## src/rtl/ldp_pkg.sv

```systemverilog
`timescale 1ns/1ps
package ldp_pkg;
  // True when sum scaled by 2^shift stays strictly below total.
  function automatic logic below_quota(input logic [31:0] sum, input logic [31:0] total,
                                       input int shift);
    logic [63:0] scaled;
    scaled = {32'd0, sum} << shift;
    return scaled < {32'd0, total};
  endfunction

  // A line at recency position pos is dead when it lies in the last dead positions.
  function automatic logic line_dead(input int pos, input int dead, input int ways);
    return (pos + dead) >= ways;
  endfunction
endpackage

```

## src/rtl/ldp_slice_timer.sv

```systemverilog
`timescale 1ns/1ps
module ldp_slice_timer #(
  parameter int SLICE_CYCLES = 500000
) (
  input  logic clk,
  input  logic rst_n,
  output logic slice_end
);
  localparam int TW = $clog2(SLICE_CYCLES);

  logic [TW-1:0] cyc_q;

  assign slice_end = (cyc_q == TW'(SLICE_CYCLES - 1));

  always_ff @(posedge clk) begin
    if (!rst_n)         cyc_q <= '0;
    else if (slice_end) cyc_q <= '0;
    else                cyc_q <= cyc_q + 1'b1;
  end


  slice_one_shot_chk: assert property (@(posedge clk) disable iff (!rst_n)
    slice_end |=> !slice_end);
endmodule

```

## src/rtl/ldp_hit_bank.sv

```systemverilog
`timescale 1ns/1ps
module ldp_hit_bank #(
  parameter int WAYS = 16,
  parameter int CW   = 19
) (
  input  logic                     clk,
  input  logic                     rst_n,
  input  logic                     acc_valid,
  input  logic                     acc_hit,
  input  logic [$clog2(WAYS)-1:0]  acc_pos,
  input  logic                     slice_end,
  output logic [WAYS-1:0][CW-1:0]  snap_hits,
  output logic [CW-1:0]            snap_total
);
  localparam int PW = $clog2(WAYS);

  logic [WAYS-1:0][CW-1:0] live_hits, hits_nxt;
  logic [CW-1:0]           live_total, total_nxt;

  always_comb begin
    for (int i = 0; i < WAYS; i++)
      hits_nxt[i] = live_hits[i] + CW'(acc_valid && acc_hit && (acc_pos == PW'(i)));
    total_nxt = live_total + CW'(acc_valid);
  end

  always_ff @(posedge clk) begin
    if (!rst_n) begin
      live_hits  <= '0;
      live_total <= '0;
      snap_hits  <= '0;
      snap_total <= '0;
    end else if (slice_end) begin
      snap_hits  <= hits_nxt;
      snap_total <= total_nxt;
      live_hits  <= '0;
      live_total <= '0;
    end else begin
      live_hits  <= hits_nxt;
      live_total <= total_nxt;
    end
  end

  for (genvar g = 0; g < WAYS; g++) begin : g_pos_chk

    hit_step_chk: assert property (@(posedge clk) disable iff (!rst_n)
      (acc_valid && acc_hit && acc_pos == PW'(g) && !slice_end && $past(rst_n))
        |=> live_hits[g] == $past(live_hits[g]) + CW'(1));
  end


  total_restart_chk: assert property (@(posedge clk) disable iff (!rst_n)
    slice_end |=> live_total == '0);
endmodule

```

## src/rtl/ldp_quota_scan.sv

```systemverilog
`timescale 1ns/1ps
module ldp_quota_scan
  import ldp_pkg::*;
#(
  parameter int WAYS     = 16,
  parameter int CW       = 19,
  parameter int FRAC_LOG2 = 5
) (
  input  logic                     clk,
  input  logic                     rst_n,
  input  logic                     slice_end,
  input  logic [WAYS-1:0][CW-1:0]  snap_hits,
  input  logic [CW-1:0]            snap_total,
  output logic [$clog2(WAYS):0]    dead_count
);
  localparam int PW = $clog2(WAYS);

  logic          scanning;
  logic [PW-1:0] step;
  logic [PW-1:0] pos_now;
  logic [CW-1:0] sum_q, cand;
  logic [PW:0]   run_q;
  logic          fits, last_step, publish;

  assign pos_now   = PW'(WAYS - 1) - step;
  assign cand      = sum_q + snap_hits[pos_now];
  assign fits      = below_quota(32'(cand), 32'(snap_total), FRAC_LOG2);
  assign last_step = (step == PW'(WAYS - 1));
  assign publish   = scanning && (!fits || last_step);

  always_ff @(posedge clk) begin
    if (!rst_n) begin
      scanning   <= 1'b0;
      step       <= '0;
      sum_q      <= '0;
      run_q      <= '0;
      dead_count <= '0;
    end else if (slice_end) begin
      scanning   <= 1'b1;
      step       <= '0;
      sum_q      <= '0;
      run_q      <= '0;
      dead_count <= '0;
    end else if (scanning) begin
      step <= step + 1'b1;
      if (fits) begin
        sum_q <= cand;
        run_q <= run_q + 1'b1;
      end
      if (publish) begin
        scanning   <= 1'b0;
        dead_count <= fits ? run_q + 1'b1 : run_q;
      end
    end
  end


  quiet_while_scan_chk: assert property (@(posedge clk) disable iff (!rst_n)
    scanning |-> dead_count == '0);


  hold_between_chk: assert property (@(posedge clk) disable iff (!rst_n)
    (!scanning && !slice_end && $past(rst_n)) |=> $stable(dead_count));


  bounded_run_chk: assert property (@(posedge clk) disable iff (!rst_n)
    dead_count <= (PW+1)'(WAYS));
endmodule

```

## src/rtl/lru_dead_predictor.sv

```systemverilog
`timescale 1ns/1ps
module lru_dead_predictor
  import ldp_pkg::*;
#(
  parameter int WAYS         = 16,
  parameter int SLICE_CYCLES = 500000,
  parameter int FRAC_LOG2    = 5
) (
  input  logic                    clk,
  input  logic                    rst_n,
  input  logic                    acc_valid,
  input  logic                    acc_hit,
  input  logic [$clog2(WAYS)-1:0] acc_pos,
  input  logic [$clog2(WAYS)-1:0] q_pos,
  input  logic                    q_dirty,
  output logic [$clog2(WAYS):0]   dead_count,
  output logic                    eager_wb
);
  localparam int CW = $clog2(SLICE_CYCLES + 1);

  logic                    slice_end;
  logic [WAYS-1:0][CW-1:0] snap_hits;
  logic [CW-1:0]           snap_total;

  ldp_slice_timer #(.SLICE_CYCLES(SLICE_CYCLES)) u_timer (
    .clk(clk), .rst_n(rst_n), .slice_end(slice_end));

  ldp_hit_bank #(.WAYS(WAYS), .CW(CW)) u_bank (
    .clk(clk), .rst_n(rst_n), .acc_valid(acc_valid), .acc_hit(acc_hit),
    .acc_pos(acc_pos), .slice_end(slice_end),
    .snap_hits(snap_hits), .snap_total(snap_total));

  ldp_quota_scan #(.WAYS(WAYS), .CW(CW), .FRAC_LOG2(FRAC_LOG2)) u_scan (
    .clk(clk), .rst_n(rst_n), .slice_end(slice_end),
    .snap_hits(snap_hits), .snap_total(snap_total), .dead_count(dead_count));

  assign eager_wb = q_dirty && line_dead(int'(q_pos), int'(dead_count), WAYS);


  clean_never_chk: assert property (@(posedge clk) disable iff (!rst_n)
    eager_wb |-> q_dirty);


  none_dead_chk: assert property (@(posedge clk) disable iff (!rst_n)
    (dead_count == '0) |-> !eager_wb);
endmodule

```

## config.mk

```make
export PLATFORM = sky130hd
export DESIGN_NAME = lru_dead_predictor
export DESIGN_NICKNAME = d
export VERILOG_FILES = /design/src/rtl/ldp_pkg.sv /design/src/rtl/ldp_slice_timer.sv /design/src/rtl/ldp_hit_bank.sv /design/src/rtl/ldp_quota_scan.sv /design/src/rtl/lru_dead_predictor.sv
export SDC_FILE = /design/constraint.sdc
export NUM_CORES = 1
export LEC_CHECK = 0
export CORE_AREA = 2 2 225 227
export DETAILED_ROUTE_END_ITERATION = 16
export DIE_AREA = 0 0 227 229
export HOLD_SLACK_MARGIN = 0.1
export PLACE_DENSITY = 0.84
export SKIP_CTS_REPAIR_TIMING = 1
export SLEW_MARGIN = 20
export SYNTH_ARGS = -nofsm -noshare
export SYNTH_HDL_FRONTEND = slang
export SYNTH_SLANG_ARGS = --single-unit
```

## constraint.sdc

```tcl
create_clock -name clk -period 6.71 [get_ports clk]
set_input_delay 1.0065 -clock clk [delete_from_list [all_inputs] [get_ports clk]]
set_output_delay 1.0065 -clock clk [all_outputs]
set_load 0.02 [all_outputs]
```

==> impl_metrics.yaml <==
clock_tree:
  cts_tree: "yes"
  clk_pin_slew_ps: 60
  clock_path_buffers: 3
  cts_root_buffer: "clkbuf_16"
  clock-sinks: 699
  cts_buffers: 72
  cts_htree_levels: 3
  clk_latency_ps: 610
sta:
  tightest_slew_ps: 1070
  slew_headroom_pct: 28.8
  setup_viol: 0
  hold_viol: 0
  final_max_slew_viol_count: 0
  finalSetupTns_ps: 0
  hold_slack_ps: 463
  finalCriticalPeriod_ps: 5710
  worst_slack_ps: 995
  rsz0062_at_grt: "no"
  finalCritPeriodShare_pct: 85.2
  fmax_mhz: 175
  skew_ps: 21.1
logic_synthesis:
  synth_edf_count: 0
  ys_seq_area_share_pct: 45.4
  yosys_most_used_dff: "dfxtp_1"
  synth-seq-cells: 699
  synthTopCellsByArea: "dfxtp_1, mux4_2, nand2_1, and2_1, xor2_1"
  yosysTopAreaCellShare_pct: 45.4
  synth_nets: 3541
  synth.distinct_cells: 54
  synth_area_per_cell_sq_um: 8.92
  synth_most_common_cell: "dfxtp_1"
  ys_top_cells_by_count: "dfxtp_1, nand2_1, nor2_1"
  synth.largest_area_cell: "dfxtp_1"
  async_reset_ff_share_pct: 0
  synth_area_sq_um: 30800
  yosysWarnings: 0
  syn_inst: 3455
finish:
  layout-drive-gt1-share_pct: 6.97
  ff_latch_area_sq_um: 14000
  final_nets: 3470
  areaGrowthSynthToFinish_pct: 9.31
  final_area_sq_um: 33700
  insertedDiodeCount: 0
  fillers: 3753
  stdcell_count: 4102
  post-route-util_pct: 67.8
  multi_input_area_sq_um: 16000
critical_path:
  reg2reg_from: "u_scan.step[0]"
  crit_path_end_kind: "register"
  crit_type: "reg -> reg"
  crit_path_end: "u_scan.run_q[2]"
  critPathMaxFanout: 37
  reg2reg_depth: 19
  worstSetupPathDepth: 19
  start_kind: "register"
  arrival_ps: 6240
  crit_top_cell: "a21oi_1"
  startpoint: "u_scan.step[0]"
  crit_buf_inv: 1
  crit_path_top_delay_cell: "dfxtp_4"
  path_cells: "mux4_2 -> mux4_2 -> ha_1 -> inv_1 -> fa_1 -> nand2b_1 -> a21oi_1 -> nor2_1 -> o21bai_1 -> xor2_1 -> ha_1 -> a21oi_1 -> o21ai_0 -> a21oi_1 -> o41ai_1 -> a211oi_1 -> nand3_1 -> or4_1 -> a21oi_1"
  slowest_delay_ps: 790
  r2r_slack_ps: 1000
  required_ps: 7230
  cpLargestDelayFamily: "simple AND/OR/NAND/NOR gates"
  worstReg2RegEnd: "u_scan.run_q[2]"
floorplanning:
  io_pins: 19
  fp.dieH_microns: 229
  start_util_pct: 62.0
  die_w_microns: 227
  row_count: 82
  dieArea_sq_um: 52000
  core_sq_um: 49700
detailed_routing:
  ant_nets: 0
  drc: 0
  viasPerCell: 5.76
  drt_iter0_drc: 2120
  wirelength_mm: 73.2
  dr.pass1.iters: 6
  wl_per_cell_microns: 17.8
  dr_total_vias: 23600
placement:
  pre_cts_ws_ps: 1050
  gp_congestion: 0.922
  port_buffers: 18
  placed_cells: 3981
  hpwl_mm: 49.8
  dpl-instance-area_sq_um: 31300
global_route:
  grt_remaining_overflow: 0
  grt_pass1_wl_mm: 117
  grt_use_total_pct: 28.3
  grt_antenna_before_repair: 0
  grt_pass1_vias: 22400
  grt_max_degree: 226
power:
  leakage_nw: 12.3
  ir_drop_mv: 0.220
  power_density_nw_per_um2: 244
  power_mw: 8.21
worst_hold_path:
  min_path_type: "reg -> reg"
job:
  maxCapViolations: 0
outcome:
  outcome: "completed"
routing by layer:
metal	routed length [microns]	part of all wire [%]	GRT usage, %	vias up
met2	32800	45	43.8	768
met5	0	0	0	-
li1	-	-	-	11500
met4	3090	4.2	12.3	0
met1	31900	44	39.2	11200
met3	5440	7.4	4.95	178
cells in the final DEF (no fill, tap or decap), types with 3 or more instances in the layout:
cell / Yosys / layout
a21oi_1: 33 / 33
mux4_2: 94 / 94
clkbuf_16: 0 / 75
and3_1: 86 / 86
clkdlybuf4s50_1: 0 / 17
ha_1: 72 / 72
dfxtp_1: 699 / 697
nand2b_1: 9 / 9
a31oi_1: 7 / 7
and4_1: 16 / 16
clkinvlp_4: 0 / 4
nor2_1: 422 / 422
and2_1: 295 / 295
xnor2_1: 134 / 134
or3_1: 3 / 3
nand4_1: 67 / 67
bufinv_16: 0 / 3
inv_6: 0 / 4
nand2_1: 502 / 501
mux2i_1: 18 / 18
or4_1: 3 / 3
xor2_1: 188 / 188
a211oi_1: 5 / 5
a21o_1: 6 / 6
nor3b_1: 4 / 4
or2_2: 6 / 6
clkinv_2: 0 / 7
clkbuf_8: 0 / 17
nor3_1: 26 / 26
nand3_1: 149 / 149
buf_4: 1 / 18
clkbuf_1: 160 / 11
inv_1: 41 / 41
o211ai_1: 8 / 8
a21boi_0: 36 / 36
o21ai_0: 305 / 305
nor2b_1: 8 / 8
state kept, by name (all words and copies together) (netlist names):
register	cells
u_scan.run_q	5
u_timer.cyc_q	19
u_scan.dead_count	5
u_bank.live_hits	304
u_bank.live_total	19
u_bank.snap_hits	304
u_bank.snap_total	19
u_scan.sum_q	19
u_scan.step	4
u_scan.scanning	1
kinds of logic (layout without fill, tap and decap cells):
logic type,after synthesis,in the layout,synth area share (%)
XOR/XNOR,322,322,9.15
AO/OA/AOI/OAI,416,416,7.41
AND/OR/NAND/NOR,1607,1607,24.7
flip-flops,699,699,45.4
multiplexers,113,113,7.54
buffers and inverters,225,200,2.80
adder cells (fa/ha/maj),73,73,2.99
cell type report:
class / instances / area share, %
tap: 672 / 2.50
clock buffer: 102 / 6.35
sequential: 699 / 41.6
clock inverter: 18 / 0.565
multi-input combinational: 2531 / 47.4
inverter: 41 / 0.457
timing repair buffer: 39 / 1.15
where the power goes:
part	leakage [nW]	switching, mW	internal (mW)	total [mW]
logic	5.49	0.0735	0.0197	0.0932
clock network	1.14	1.63	2.33	3.96
registers	5.63	0.00247	4.15	4.16
total	12.3	1.71	6.50	8.21
worst min path at each step:
| stage | from | end | slack [ps] | cells past startpoint |
|---|---|---|---|---|
| 2_1_floorplan | u_timer.cyc_q[0] | u_timer.cyc_q[0] | 430 | 1 |
| 3_3_place_gp | u_timer.cyc_q[0] | u_timer.cyc_q[0] | 440 | 1 |
| 3_5_place_dp | u_timer.cyc_q[0] | u_timer.cyc_q[0] | 450 | 1 |
| 4_1_cts | u_bank.snap_total[0] | u_bank.snap_total[0] | 460 | 2 |
| 5_1_grt | u_timer.cyc_q[0] | u_timer.cyc_q[0] | 490 | 1 |
| 6_report | u_timer.cyc_q[0] | u_timer.cyc_q[0] | 460 | 1 |
(Power assumes the default switching activity.)
